$ cat src/rtl/atr_pkg.sv
package atr_pkg;

  typedef enum logic [1:0] {
    CONV_NONE    = 2'd0,
    CONV_DIRECT  = 2'd1,
    CONV_INVERSE = 2'd2,
    CONV_BAD     = 2'd3
  } convT;

  typedef enum logic [1:0] {
    ERR_NONE = 2'd0,
    ERR_RX   = 2'd1,
    ERR_OVF  = 2'd2
  } errT;

  // Strobes from control to datapath, at most one capture kind per cycle.
  typedef struct packed {
    logic clr;
    logic store;
    logic capTs;
    logic capT0;
    logic capIface;
    logic decHist;
  } atrStrobesT;

  // Datapath view of the state it will hold after this cycle's strobes.
  typedef struct packed {
    logic [3:0] maskNext;
    logic       histNextZero;
    logic       tckNext;
    logic       full;
  } atrStatusT;

  localparam logic [7:0] TS_DIRECT  = 8'h3B;
  localparam logic [7:0] TS_INVERSE = 8'h3F;

endpackage

$ cat src/rtl/atr_datapath.sv
module atr_datapath
  import atr_pkg::*;
#(
  parameter int DEPTH = 33,
  parameter int LENW  = $clog2(DEPTH + 1),
  parameter int ADDRW = $clog2(DEPTH)
) (
  input  logic             clk,
  input  logic             rstN,
  input  atrStrobesT       stb,
  input  logic [7:0]       byteIn,
  input  logic [ADDRW-1:0] rdAddr,
  output logic [7:0]       rdData,
  output atrStatusT        stat,
  output logic [LENW-1:0]  atrLen,
  output logic [1:0]       conv,
  output logic [3:0]       rateF,
  output logic [3:0]       rateD,
  output logic             ta1Seen,
  output logic [7:0]       guardN,
  output logic             tc1Seen
);

  localparam logic [LENW-1:0]  FULLCNT = LENW'(DEPTH);
  localparam logic [ADDRW-1:0] LASTADR = ADDRW'(DEPTH - 1);

  logic [7:0]      mem [DEPTH];
  logic [LENW-1:0] count;
  logic [3:0]      mask;
  logic [3:0]      histLeft;
  logic            tckNeed;
  logic            firstGroup;
  convT            convQ;

  // Which interface byte the current character is: lowest pending flag wins.
  logic isA, isB, isC, isD;
  always_comb begin
    isA = mask[0];
    isB = !mask[0] && mask[1];
    isC = (mask[1:0] == 2'b00) && mask[2];
    isD = (mask[2:0] == 3'b000) && mask[3];
  end

  logic [3:0] maskNxt;
  logic [3:0] histNxt;
  logic       tckNxt;
  always_comb begin
    maskNxt = mask;
    histNxt = histLeft;
    tckNxt  = tckNeed;
    if (stb.clr) begin
      maskNxt = '0;
      histNxt = '0;
      tckNxt  = 1'b0;
    end else begin
      if (stb.capT0) begin
        maskNxt = byteIn[7:4];
        histNxt = byteIn[3:0];
      end
      if (stb.capIface) begin
        if (isD) begin
          maskNxt = byteIn[7:4];
          tckNxt  = tckNeed || (byteIn[3:0] != 4'd0);
        end else begin
          maskNxt = mask & (mask - 4'd1);
        end
      end
      if (stb.decHist) histNxt = histLeft - 4'd1;
    end
  end

  always_comb begin
    stat.maskNext     = maskNxt;
    stat.histNextZero = (histNxt == 4'd0);
    stat.tckNext      = tckNxt;
    stat.full         = (count == FULLCNT);
  end

  always_ff @(posedge clk or negedge rstN) begin
    if (!rstN) begin
      mask     <= '0;
      histLeft <= '0;
      tckNeed  <= 1'b0;
    end else begin
      mask     <= maskNxt;
      histLeft <= histNxt;
      tckNeed  <= tckNxt;
    end
  end

  // Byte buffer and length counter
  always_ff @(posedge clk or negedge rstN) begin
    if (!rstN) begin
      count <= '0;
    end else if (stb.clr) begin
      count <= '0;
    end else if (stb.store && (count < FULLCNT)) begin
      count <= count + 1'b1;
    end
  end

  always_ff @(posedge clk) begin
    if (!stb.clr && stb.store && (count < FULLCNT)) begin
      mem[count[ADDRW-1:0]] <= byteIn;
    end
  end

  assign rdData = (rdAddr <= LASTADR) ? mem[rdAddr] : 8'h00;
  assign atrLen = count;

  // Extracted fields
  always_ff @(posedge clk or negedge rstN) begin
    if (!rstN) begin
      convQ      <= CONV_NONE;
      rateF      <= 4'd1;
      rateD      <= 4'd1;
      ta1Seen    <= 1'b0;
      guardN     <= '0;
      tc1Seen    <= 1'b0;
      firstGroup <= 1'b1;
    end else if (stb.clr) begin
      convQ      <= CONV_NONE;
      rateF      <= 4'd1;
      rateD      <= 4'd1;
      ta1Seen    <= 1'b0;
      guardN     <= '0;
      tc1Seen    <= 1'b0;
      firstGroup <= 1'b1;
    end else begin
      if (stb.capTs) begin
        if (byteIn == TS_DIRECT)       convQ <= CONV_DIRECT;
        else if (byteIn == TS_INVERSE) convQ <= CONV_INVERSE;
        else                           convQ <= CONV_BAD;
      end
      if (stb.capIface && firstGroup && isA) begin
        rateF   <= byteIn[7:4];
        rateD   <= byteIn[3:0];
        ta1Seen <= 1'b1;
      end
      if (stb.capIface && firstGroup && isC) begin
        guardN  <= byteIn;
        tc1Seen <= 1'b1;
      end
      if (stb.capIface && isD) firstGroup <= 1'b0;
    end
  end

  assign conv = convQ;


  no_overflow_chk: assert property (@(posedge clk) disable iff (!rstN)
    count <= FULLCNT);


  store_counts_chk: assert property (@(posedge clk) disable iff (!rstN)
    (stb.store && !stb.clr && !stat.full) |=> (count == $past(count) + 1'b1));


  iface_pending_chk: assert property (@(posedge clk) disable iff (!rstN)
    stb.capIface |-> (mask != 4'd0));


  ta1_first_only_chk: assert property (@(posedge clk) disable iff (!rstN)
    (ta1Seen && !stb.clr) |=> ($stable(rateF) && $stable(rateD)));

endmodule

$ cat src/rtl/atr_control.sv
module atr_control
  import atr_pkg::*;
(
  input  logic       clk,
  input  logic       rstN,
  input  logic       start,
  input  logic       rxValid,
  input  logic       rxErr,
  input  atrStatusT  stat,
  output atrStrobesT stb,
  output logic       busy,
  output logic       done,
  output logic       errFlag,
  output logic [1:0] errCode
);

  typedef enum logic [2:0] {
    S_IDLE, S_TS, S_T0, S_IFACE, S_HIST, S_TCK, S_DONE, S_ERR
  } stateT;

  stateT state, stateNxt;
  errT   errQ, errNxt;

  logic inParse;
  assign inParse = (state == S_TS) || (state == S_T0) || (state == S_IFACE) ||
                   (state == S_HIST) || (state == S_TCK);

  logic takeByte;
  assign takeByte = !start && inParse && !rxErr && rxValid && !stat.full;

  // Strobes depend only on state and inputs
  always_comb begin
    stb          = '0;
    stb.clr      = start;
    stb.store    = takeByte;
    stb.capTs    = takeByte && (state == S_TS);
    stb.capT0    = takeByte && (state == S_T0);
    stb.capIface = takeByte && (state == S_IFACE);
    stb.decHist  = takeByte && (state == S_HIST);
  end

  // Where to go after a byte, from the datapath's post-byte view
  stateT routeNxt;
  always_comb begin
    if (stat.maskNext != 4'd0)  routeNxt = S_IFACE;
    else if (!stat.histNextZero) routeNxt = S_HIST;
    else if (stat.tckNext)       routeNxt = S_TCK;
    else                         routeNxt = S_DONE;
  end

  always_comb begin
    stateNxt = state;
    errNxt   = errQ;
    if (start) begin
      stateNxt = S_TS;
      errNxt   = ERR_NONE;
    end else if (inParse) begin
      if (rxErr) begin
        stateNxt = S_ERR;
        errNxt   = ERR_RX;
      end else if (rxValid) begin
        if (stat.full) begin
          stateNxt = S_ERR;
          errNxt   = ERR_OVF;
        end else begin
          unique case (state)
            S_TS:    stateNxt = S_T0;
            S_TCK:   stateNxt = S_DONE;
            default: stateNxt = routeNxt;
          endcase
        end
      end
    end
  end

  always_ff @(posedge clk or negedge rstN) begin
    if (!rstN) begin
      state <= S_IDLE;
      errQ  <= ERR_NONE;
    end else begin
      state <= stateNxt;
      errQ  <= errNxt;
    end
  end

  assign busy    = inParse;
  assign done    = (state == S_DONE);
  assign errFlag = (state == S_ERR);
  assign errCode = errQ;


  rx_fault_ends_chk: assert property (@(posedge clk) disable iff (!rstN)
    (busy && rxErr && !start) |=> (errFlag && errCode == 2'd1));


  done_holds_chk: assert property (@(posedge clk) disable iff (!rstN)
    (done && !start) |=> done);


  start_enters_chk: assert property (@(posedge clk) disable iff (!rstN)
    start |=> (busy && !done && !errFlag));


  ovf_code_chk: assert property (@(posedge clk) disable iff (!rstN)
    (busy && rxValid && !rxErr && !start && stat.full) |=> (errCode == 2'd2));

endmodule

$ cat src/rtl/atr_parser.sv
module atr_parser
  import atr_pkg::*;
#(
  parameter int DEPTH = 33,
  parameter int LENW  = $clog2(DEPTH + 1),
  parameter int ADDRW = $clog2(DEPTH)
) (
  input  logic             clk,
  input  logic             rstN,
  input  logic             start,
  input  logic             rxValid,
  input  logic [7:0]       rxData,
  input  logic             rxErr,
  input  logic [ADDRW-1:0] rdAddr,
  output logic [7:0]       rdData,
  output logic             busy,
  output logic             done,
  output logic             errFlag,
  output logic [1:0]       errCode,
  output logic [LENW-1:0]  atrLen,
  output logic [1:0]       conv,
  output logic [3:0]       rateF,
  output logic [3:0]       rateD,
  output logic             ta1Seen,
  output logic [7:0]       guardN,
  output logic             tc1Seen
);

  atrStrobesT stb;
  atrStatusT  stat;

  atr_control uCtrl (
    .clk     (clk),
    .rstN    (rstN),
    .start   (start),
    .rxValid (rxValid),
    .rxErr   (rxErr),
    .stat    (stat),
    .stb     (stb),
    .busy    (busy),
    .done    (done),
    .errFlag (errFlag),
    .errCode (errCode)
  );

  atr_datapath #(.DEPTH(DEPTH), .LENW(LENW), .ADDRW(ADDRW)) uData (
    .clk     (clk),
    .rstN    (rstN),
    .stb     (stb),
    .byteIn  (rxData),
    .rdAddr  (rdAddr),
    .rdData  (rdData),
    .stat    (stat),
    .atrLen  (atrLen),
    .conv    (conv),
    .rateF   (rateF),
    .rateD   (rateD),
    .ta1Seen (ta1Seen),
    .guardN  (guardN),
    .tc1Seen (tc1Seen)
  );

endmodule

$ cat config.mk
export PLATFORM = sky130hd
export DESIGN_NAME = atr_parser
export DESIGN_NICKNAME = d
export VERILOG_FILES = /design/src/rtl/atr_pkg.sv /design/src/rtl/atr_datapath.sv /design/src/rtl/atr_control.sv /design/src/rtl/atr_parser.sv
export SDC_FILE = /design/constraint.sdc
export NUM_CORES = 1
export LEC_CHECK = 0
export CAP_MARGIN = 40
export CELL_PAD_IN_SITES_DETAIL_PLACEMENT = 1
export CELL_PAD_IN_SITES_GLOBAL_PLACEMENT = 2
export CORE_ASPECT_RATIO = 1.5
export CORE_MARGIN = 3
export CORE_UTILIZATION = 43
export CTS_CLUSTER_DIAMETER = 120
export DETAILED_ROUTE_END_ITERATION = 8
export DONT_BUFFER_PORTS = 1
export GPL_TIMING_DRIVEN = 0
export PLACE_DENSITY = 0.71
export REMOVE_ABC_BUFFERS = 1
export SYNTH_ARGS = -nofsm -noshare
export SYNTH_HDL_FRONTEND = slang
export SYNTH_SLANG_ARGS = --single-unit
$ cat constraint.sdc
create_clock -name clk -period 2.5 [get_ports clk]
set_clock_uncertainty 0.15 [all_clocks]
set_input_delay 0.5 -clock clk [delete_from_list [all_inputs] [get_ports clk]]
set_output_delay 0.5 -clock clk [all_outputs]
set_load 0.005 [all_outputs]
### After elaboration in Yosys (flattened, before gate mapping)

Memory sizes are Yosys's and may differ from the RTL's.
Cells that the tools add are included.

* $add $sub $neg: 3
* multiply operators: 0
* divide/modulo/power cells: 0
* $lt $le $gt $ge: 2
* equality and inequality tests: 10
* shift operators: 0
* mux-type cells: 45
* bitwise gates (word level): 1
* reduce and logical (&&, ||, !) cells: 40

Operator list (number)
* $mux W4: 11
* $mux W8: 3
* $mux W3: 7
* $mux W2: 9
* $logic_and A1 B1 Y1: 17
* $eq A8 B6 Y1 const B: 2
* $eq A3 B3 Y1 const B: 4
* $mux W1: 12
* $mux W6: 2
* $reduce_bool A2 Y1: 6
* $reduce_bool A4 Y1: 2
* $sub A4 B1 Y4 const B: 2
* $add A6 B1 Y6 const B: 1
* $eq A3 B2 Y1 const B: 2
* $eq A6 B6 Y1 const B: 1
* $le A6 B6 Y1 const B: 1
* $lt A6 B6 Y1 const B: 1
* $pmux W3 S2: 1
* $reduce_bool A3 Y1: 2
* $logic_or A1 B1 Y1: 5
* $and A4 B4 Y4: 1
* $logic_not A4 Y1: 1
* $eq A3 B1 Y1 const B: 1
* $logic_not A1 Y1: 3
* other kinds (4): 4

* register bits after elaboration: 41
* bits in latches: 0
* bits in writable memories: 264
* memory bits (read-only): 0
* input port bits: 19
* output and inout port bits: 39
* word-level logic and storage cells: 115
* memories kept: 1

Memories
* uData.mem: depth 33, width 8, rd ports 1, clocked after memory_dff 0, write ports 1, line atr_datapath.sv:27 `logic [7:0] mem [DEPTH];`

### Logic depth before layout (Yosys ltp)

Gate-level depths: netlist of the first run.

* depth after elaboration: 22
* gate-level depth with buffers: 9
* depth with buffers taken out: 7

### Hierarchy

A second synthesis of the first run with hierarchy kept.

* cells, all modules: 783
* area total of the unflattened synthesis: 12545.8 um2

By module, submodules not included
* atr_datapath: instances 1, cells each 729, area each 12117.9 um2
* atr_control: instances 1, cells each 54, area each 427.9 um2

### Least setup slack after synthesis of the first run

Ideal clock, no wire load.

* path kind: flip-flop to flip-flop
* start: register uData.count[1], in the netlist uData.atrLen[1]
* end: memory uData.mem[32][0] (enable)
* arrival time: 2.169 ns
* slack: -0.205 ns
* cell stages (with the launch flop): 6
* path buffers: 0
* cell sequence: dfrtp_1 > inv_1 > ha_1 > a31o_4 > a2111oi_4 > nor3b_1

* cells in the longest elaborated chain, start to end: 7
* elaborated cells between the ends (all ways): 8

RTL lines
* start, declared: line atr_datapath.sv:28 `logic [LENW-1:0] count;`
* start signal, assigned: line atr_datapath.sv:98 `count <= count + 1'b1;`
* branches (longest 7 deep; another with $lt A6 B6 Y1)
* end, declared: line atr_datapath.sv:27

Parallel ways; which one is timed is not known.

### Worst setup path in the final report of the first run

* start: memory uData.mem[12][0]
* end: output port rdData[0]

* cells in the longest elaborated chain, start to end: 2

RTL lines
* $mem_v2 Z33 W8
* $mux W8: line atr_datapath.sv:108 `assign rdData = (rdAddr <= LASTADR) ? mem[rdAddr] : 8'h00;`
* end, declared: line atr_parser.sv:15 `output logic [7:0] rdData,`

No other way between the ends.

==> metrics.md, run 1 <==
| Metric | Value |
|---|---|
| Status | finished with violations |
| Failing checks | setup timing |
| Die width | ~150 µm |
| Worst hold path class | input pin to register |
| Clock network power share | 0.417 |
| Crit path largest cell delay | around 0.52 ns |
| Via count | approximately 7,000 |
| Asr flop ratio synth | 0.134 |
| Sequential power share | 0.518 |
| Clock Sinks | roughly 300 |
| Antenna diodes | 0 |
| Static Leak | about 4.9 nW |
| Dpl cell area | ~13,000 µm² |
| Yosys top cell area share | 0.631 |
| Wirelength per Cell | approximately 26 µm |
| Synth area leaders | edfxtp_1 63%, mux4_2 9.3%, dfrtp_1 7.6% |
| Crit Path Category | register to primary output |
| FMAX | about 350 MHz |
| DPL Wire Length | 18,100 µm |
| DRT antenna net count | 0 |
| Largest net degree at the start of global routing | 79 |
| DP Cell Count | 1,104 |
| Critical Path RT | roughly 1.9 ns |
| Avg Cell Area, Syn | ~17 µm² |
| Htree depth | 1 |
| Gpl congestion | between 0.7 and 0.8 |
| Sw frac | 0.214 |
| Min cycle time layout | ~2.8 ns |
| Cell variety after synth | between 60 and 70 |
| Cell-internal power | 8.51 mW |
| Total die area | ~31,000 µm² |
| Yosys top cell by area | edfxtp_1 |
| Final Hold Viols | 0 |
| P_sw | between 2 and 2.5 mW |
| RSZ-0062 raised after global routing | true |
| Vias in the first global route | slightly below 8,000 |
| Clk buf depth | 3 |
| #FFs+latches synth | 305 |
| # DRC | 0 |
| Initial Util | 0.437 |
| Predominant post-synthesis flop cell | edfxtp_1 |
| Initial antenna violation count | 0 |
| Worst EP arrival | 2.17 ns |
| CTS root buf | clkbuf_16 |
| P per Cell Area | around 710 nW/µm² |
| Final Cell Area | between 15,000 and 20,000 µm² |
| Number of flops mapped to enable cells by yosys | around 260 |
| Maximum capacitance violations | 0 |
| First-pass GRT wire length | 48,100 µm |
| DR pass1 iterations | 6 |
| Post-Syn Instances | approximately 760 |
| Register area share after synthesis | 0.713 |
| Syn. warnings | 0 |
| Clock Pin Slew Worst Setup and Hold Paths | ~0.06 ns |
| Worst Setup End Kind | primary output |
| Input/output buffers | 0 |
| Largest fanout on the critical path | 1 |
| Fin crit share | 1.13 |
| Syn Std Cell Area | between 10,000 and 15,000 µm² |
| Layout cells sized above 1 | 0.333 |
| Worst rel slew slack | 0.505 |
| Count of final setup violators | 8 |
| Nets | roughly 800 |
| Clk Latency, worst-skew pair | ~0.56 ns |
| TritonCTS clock tree | yes |
| Worst-path cell chain | mux4_2 -> mux4_2 -> nor2_4 -> o31ai_2 |
| Pre-CTS WS | -1.39 ns |
| I/O pin total | between 50 and 60 |
| Area Overhead vs Synth | 22.0% |
| Max-slew violations | 0 |
| Comb pwr share | 0.065 |
| CTS buffer count | 29 |
| Fill count | about 2,700 |
| CP Launch Type | register |
| WL final | between 30,000 and 40,000 µm |
| Most used cell, CP | mux4_2 |
| Worst slew pin tran | roughly 0.74 ns |
| Row Count | 76 |
| Routed vias/inst | about 5.7 |
| GRT Resource Usage Total | 0.199 |
| Die Ht | 215 µm |
| Core region area | 28,700 µm² |
| Critical path's slowest cell | mux4_2 |
| Reg2Reg Setup Slack | roughly 0.050 ns |
| Non-filler instance count after layout | approximately 1,200 |
| Final Worst Setup Slack | -0.322 ns |
| Total gr overflow | 0 |
| Max rail drop VDD | 0.597 mV |
| DRT iter0 DRCs | 418 |
## worst max-delay path: cells and delay by family (launching register included)
family	cells	cell delay, ns
multiplexers	2	1.00
flip-flops	1	0.40
AO/OA/AOI/OAI	1	0.09
AND/OR/NAND/NOR	1	0.13
## flip-flops by register name (all words and copies together), names as in the netlist, 2 cells and up
name            flops
uData.mem         264
uData.rateD         4
uData.mask          4
uCtrl.state         3
uData.atrLen        6
uData.guardN        8
uData.histLeft      4
uData.conv          2
uData.rateF         4
uCtrl.errCode       2
## area by class of cell
cell class / count / area, µm² / area share
flip-flops and latches: 305 / 8970 / 0.586
multi-input cells: 400 / 4000 / 0.261
repair buffers: 56 / 850 / 0.0555
clock buffers: 32 / 737 / 0.0481
well taps: 390 / 488 / 0.0319
clock inverters: 21 / 239 / 0.0156
inverters: 9 / 36.3 / 0.00237
## layer usage
metal,share of wire,up-vias,wire (µm),GRT usage
met5,0,-,0,0
met4,0.032,0,981,0.0691
met3,0.043,54,1350,0.0337
met2,0.56,139,17300,0.380
met1,0.37,3645,11500,0.223
li1,-,3097,-,-
## timing repair
| action | CTS | global route |
|---|---|---|
| hold buffers | 12 | 0 |
| endpoints found under the hold margin | 339 | 0 |
| endpoints found under the setup margin | 300 | 242 |
| gates cloned | 1 | 0 |
| gates resized for setup | 128 | 36 |
| pin swaps | 39 | 23 |
| buffers inserted | 34 | 8 |
## per-stage QoR
stage,utilization,total power [mW],hold WS (ns),TNS (ns)
2_1_floorplan,-,6.03,0.0544,-43.11
3_3_place_gp,0.447,6.13,0.0556,-306.44
3_5_place_dp,0.447,6.14,0.0555,-333.88
4_1_cts,0.525,10.9,0.0117,-2.13
5_1_grt,0.533,11.2,0.0510,-2.34
6_report,0.533,10.8,0.0385,-1.66
## cells in the final DEF, fill, tap and decap left out, drive strengths merged, types with 4 or more instances in the layout
cell type | netlist | routed
a211oi | 4 | 4
a21oi | 32 | 32
a31oi | 4 | 4
buf | 21 | 53
bufinv | 0 | 5
clkbuf | 23 | 32
clkinv | 0 | 11
dfrtp | 38 | 38
edfxtp | 264 | 264
ha | 4 | 4
inv | 9 | 11
mux2i | 42 | 42
mux4 | 52 | 52
nand2 | 59 | 59
nand3 | 10 | 10
nor2 | 61 | 61
nor3 | 15 | 15
nor4 | 5 | 5
o21ai | 24 | 24
o221ai | 6 | 6
o22ai | 10 | 10
o31ai | 11 | 11
or3 | 7 | 7
or4 | 4 | 4
## cells in the mapped netlist, types with 2 or more instances
cell type  count
edfxtp_1     264
nor4_1         3
buf_2         12
dfrtp_1       38
dfstp_2        3
nor2_1        60
inv_1          9
a31oi_1        3
mux4_2        52
or2_2          2
nand3b_1       2
o221ai_1       6
a21oi_1       32
or3_1          6
nor3_1        13
a211oi_1       4
nand3_1        9
nand2b_1       2
mux2i_1       42
a32oi_1        2
and4_1         2
or4b_1         2
nor2b_1        3
o21ai_0       23
buf_4          4
or4_1          4
mux2_2         2
a311oi_1       3
nor3b_1        3
xnor2_1        2
o22ai_1       10
clkbuf_1      23
buf_1          4
o31ai_1       11
ha_1           4
nor4_2         2
nand2_1       59
## path summary, 6_finish.rpt
check	start	end	cells after the start
worst min-delay path	start	uData.conv[1]$_DFFE_PN0P_	3
min in group asynchronous	rstN	uData.rateD[2]$_DFFE_PN0P_	2
worst max-delay path	uData.mem[12][0]$_DFFE_PP_	rdData[0]	4
max in group asynchronous	rstN	uData.firstGroup$_DFFE_PN1P_	2
worst max register to register	uData.atrLen[3]$_DFFE_PN0P_	uCtrl.state[0]$_DFFE_PN0P_	7
worst min register to register	uData.firstGroup$_DFFE_PN1P_	uData.firstGroup$_DFFE_PN1P_	2
## power groups by stage
| stage | sequential (mW) | combinational, mW | clock (mW) |
|---|---|---|---|
| after global placement | 5.71 | 0.414 | 0 |
| final | 5.61 | 0.702 | 4.52 |
| after CTS | 5.61 | 0.641 | 4.63 |
| after floorplan | 5.70 | 0.329 | 0 |
| after global routing | 5.61 | 0.757 | 4.80 |
| after detailed placement | 5.71 | 0.429 | 0 |
## cell families after synthesis
kind of cell / count (synthesis) / share of synthesized area
flops: 305 / 0.713
fa+ha+maj: 4 / 0.00399
compound gates: 111 / 0.0596
buf+inv: 53 / 0.0188
xor+xnor: 3 / 0.00209
mux: 96 / 0.129
simple gates: 185 / 0.0736
No activity file was read; power rests on OpenSTA's default activity.
==> run 2, diff against run 1 <==
--- a/config.mk
+++ b/config.mk
@@ -10,12 +10,12 @@
 export CELL_PAD_IN_SITES_GLOBAL_PLACEMENT = 2
 export CORE_ASPECT_RATIO = 1.5
 export CORE_MARGIN = 3
-export CORE_UTILIZATION = 43
+export CORE_UTILIZATION = 30
 export CTS_CLUSTER_DIAMETER = 120
 export DETAILED_ROUTE_END_ITERATION = 8
 export DONT_BUFFER_PORTS = 1
 export GPL_TIMING_DRIVEN = 0
-export PLACE_DENSITY = 0.71
+export PLACE_DENSITY = 0.52
 export REMOVE_ABC_BUFFERS = 1
 export SYNTH_ARGS = -nofsm -noshare
 export SYNTH_HDL_FRONTEND = slang
==> run 2 against run 1 <==
Compared with the run above:
- the flow still finishes with violations (setup timing)
- combinational power fell by 1%
- routed wire length increased by 5.5%
- utilization shrank 16 points
- setup slack better by 0.042 ns
- die area rose by 42%
- critical path depth unchanged
- power grew 0.38%
- sequential cell count stayed put
- critical path type unchanged
- highest routed layer unchanged
==> metrics.md, run 2 (same netlist as run 1, synthesis figures left out) <==
| Metric | Value |
|---|---|
| Status | finished with violations (unchanged) |
| Failing checks | setup timing (unchanged) |
| Routed vias/inst | 4.97 (was 5.72) |
| Clock Sinks | 305 (unchanged) |
| Non-filler instance count after layout | 1,390 (was 1,213) |
| CTS root buf | clkbuf_16 (unchanged) |
| Most common library cell in the layout ignoring fill and taps | edfxtp_1 (unchanged) |
| Largest fanout on the critical path | 1 (unchanged) |
| Commonest cells after routing, fill and taps aside | 264 x edfxtp_1, 57 x nand2_1, 52 x mux4_2 (was 264 x edfxtp_1, 56 x nand2_1, 52 x mux4_2) |
| Nets | 830 (was 824) |
| Initial Util | 0.305 (was 0.437) |
| Critical Path RT | 1.85 ns (about the same) |
| Total die area | 44,400 µm² (was 31,300 µm²) |
| Total gr overflow | 0 (unchanged) |
| CP Launch Type | register (unchanged) |
| Final Worst Setup Slack | -0.280 ns (was -0.322 ns) |
| Core region area | 41,200 µm² (was 28,700 µm²) |
| First-pass GRT wire length | 49,400 µm (was 48,100 µm) |
| WL final | 32,900 µm (was 31,100 µm) |
| FMAX | 360 MHz (was 354 MHz) |
| Max reg flops | 264 (unchanged) |
| R2R cell count | 6 (was 7) |
| Wirelength per Cell | 23.6 µm (was 25.7 µm) |
| Dpl cell area | 13,100 µm² (was 12,800 µm²) |
| Clk buf depth | 3 (unchanged) |
| Area Overhead vs Synth | 24.0% (was 22.0%) |
| Antenna diodes | 0 (unchanged) |
| Row Count | 91 (was 76) |
| Critical path's slowest cell | mux4_2 (unchanged) |
| DP Cell Count | 1,276 (was 1,104) |
| TritonCTS clock tree | yes (unchanged) |
| DPL Wire Length | 19,100 µm (was 18,100 µm) |
| Htree depth | 1 (unchanged) |
| Final Cell Area | 15,600 µm² (was 15,300 µm²) |
| Max-slew violations | 0 (unchanged) |
| Initial antenna violation count | 1 (was 0) |
| Min cycle time layout | 2.78 ns (was 2.82 ns) |
| Worst Setup End Kind | primary output (unchanged) |
| Gpl congestion | 0.719 (was 0.786) |
| Total power | 10.9 mW (was 10.8 mW) |
| Worst rel slew slack | 0.448 (was 0.505) |
| Static Leak | 4.97 nW (was 4.93 nW) |
| Largest net degree at the start of global routing | 79 (unchanged) |
| Via count | 6,911 (was 6,935) |
| DRT antenna net count | 0 (unchanged) |
| Worst-case hold slack | 0.0950 ns (was 0.0385 ns) |
| Layout cells sized above 1 | 0.329 (was 0.333) |
| Worst-path cell chain | mux4_2 -> mux4_2 -> nor2_2 -> o31ai_2 (was mux4_2 -> mux4_2 -> nor2_4 -> o31ai_2) |
| Max rail drop VDD | 0.465 mV (was 0.597 mV) |
| Maximum capacitance violations | 0 (unchanged) |
| Crit Path Category | register to primary output (unchanged) |
| Input/output buffers | 0 (unchanged) |
| Crit path largest cell delay | 0.51 ns (was 0.52 ns) |
| Die width | 173 µm (was 146 µm) |
| Worst slew pin tran | 0.827 ns (was 0.741 ns) |
| CTS buffer count | 31 (was 29) |
| Most used cell, CP | mux4_2 (unchanged) |
| WHS Path Cells | 1 (was 3) |
| Final Hold Viols | 0 (unchanged) |
| Fill count | 4,155 (was 2,652) |
| DRT iter0 DRCs | 324 (was 418) |
| Worst hold path class | input pin to register (unchanged) |
| GRT Resource Usage Total | 0.148 (was 0.199) |
| Count of final setup violators | 8 (unchanged) |
| Clk Latency, worst-skew pair | 0.56 ns (about the same) |
| Clock Pin Slew Worst Setup and Hold Paths | 0.07 ns (was 0.06 ns) |
| Vias in the first global route | 7,620 (was 7,936) |
| Worst EP arrival | 2.13 ns (was 2.17 ns) |
| # DRC | 0 (unchanged) |
| I/O pin total | 58 (unchanged) |
| RSZ-0062 raised after global routing | true (unchanged) |
| Final Util | 0.378 (was 0.533) |
| Die Ht | 257 µm (was 215 µm) |
| Fin crit share | 1.11 (was 1.13) |
| DR pass1 iterations | 4 (was 6) |
| P per Cell Area | 698 nW/µm² (was 707 nW/µm²) |
run 2: cell count changes in the layout (fill, tap and decap cells not counted), sizes merged:
cell,delta
clkinvlp,-1
clkinv,-5
bufinv,-2
clkbuf,+13
buf,+4
run 2: per-layer routing:
metal,global-route usage,up-vias,part of all wire
li1,-,3104,-
met5,0,-,0
met3,0.0255,43,0.042
met2,0.276,118,0.55
met4,0.0431,0,0.025
met1,0.173,3646,0.39
run 2: path summary, 6_finish.rpt:
check / start / end / slack (ns)
worst max-delay path: uData.mem[7][0]$_DFFE_PP_ / rdData[0] / -0.28
worst min-delay path: rxData[1] / uData.mem[22][1]$_DFFE_PP_ / 0.1
min in group asynchronous: rstN / uData.mask[2]$_DFF_PN0_ / 0.32
worst max register to register: uData.atrLen[4]$_DFFE_PN0P_ / uCtrl.state[1]$_DFFE_PN0P_ / 0.04
max in group asynchronous: rstN / uData.rateF[0]$_DFFE_PN1P_ / 1.63
worst min register to register: uData.firstGroup$_DFFE_PN1P_ / uData.firstGroup$_DFFE_PN1P_ / 0.33
run 2: metrics by stage:
step | worst slack (ns) | setup TNS (ns)
after floorplan | -0.205 | -43.11
after global placement | -1.35 | -330.37
after detailed placement | -1.40 | -335.88
after CTS | -0.335 | -2.21
after global routing | -0.376 | -2.42
final | -0.280 | -1.63
run 2: area by class of cell:
class | count | area (µm²) | area share
clock buffer | 45 | 848 | 0.0545
clock inverter | 13 | 154 | 0.00989
inverter | 9 | 36.3 | 0.00233
multi-input combinational | 400 | 3960 | 0.254
sequential | 305 | 8970 | 0.576
tap | 558 | 698 | 0.0449
timing repair buffer | 60 | 901 | 0.0579
run 2: what timing repair did:
action | CTS | global route
buffers inserted | 32 | 10
cloned | 1 | 0
endpoints found under the hold margin | 340 | 0
hold buffers | 12 | 0
endpoints found under the setup margin | 299 | 263
resized for setup | 132 | 27
pin swaps | 34 | 14
run 2: worst max-delay path: cells and delay by family, from the launching register on:
kind               cells  cell delay, ns
DFF                    1            0.36
AOI/OAI and AO/OA      1            0.08
muxes                  2            1.01
and+or+nand+nor        1            0.12
run 2: power by group:
group | switching [mW] | total [mW] | leakage (nW) | internal [mW]
logic | 0.395 | 0.692 | 1.57 | 0.297
clock network | 1.91 | 4.57 | 0.481 | 2.67
registers | 0.0447 | 5.61 | 2.91 | 5.56
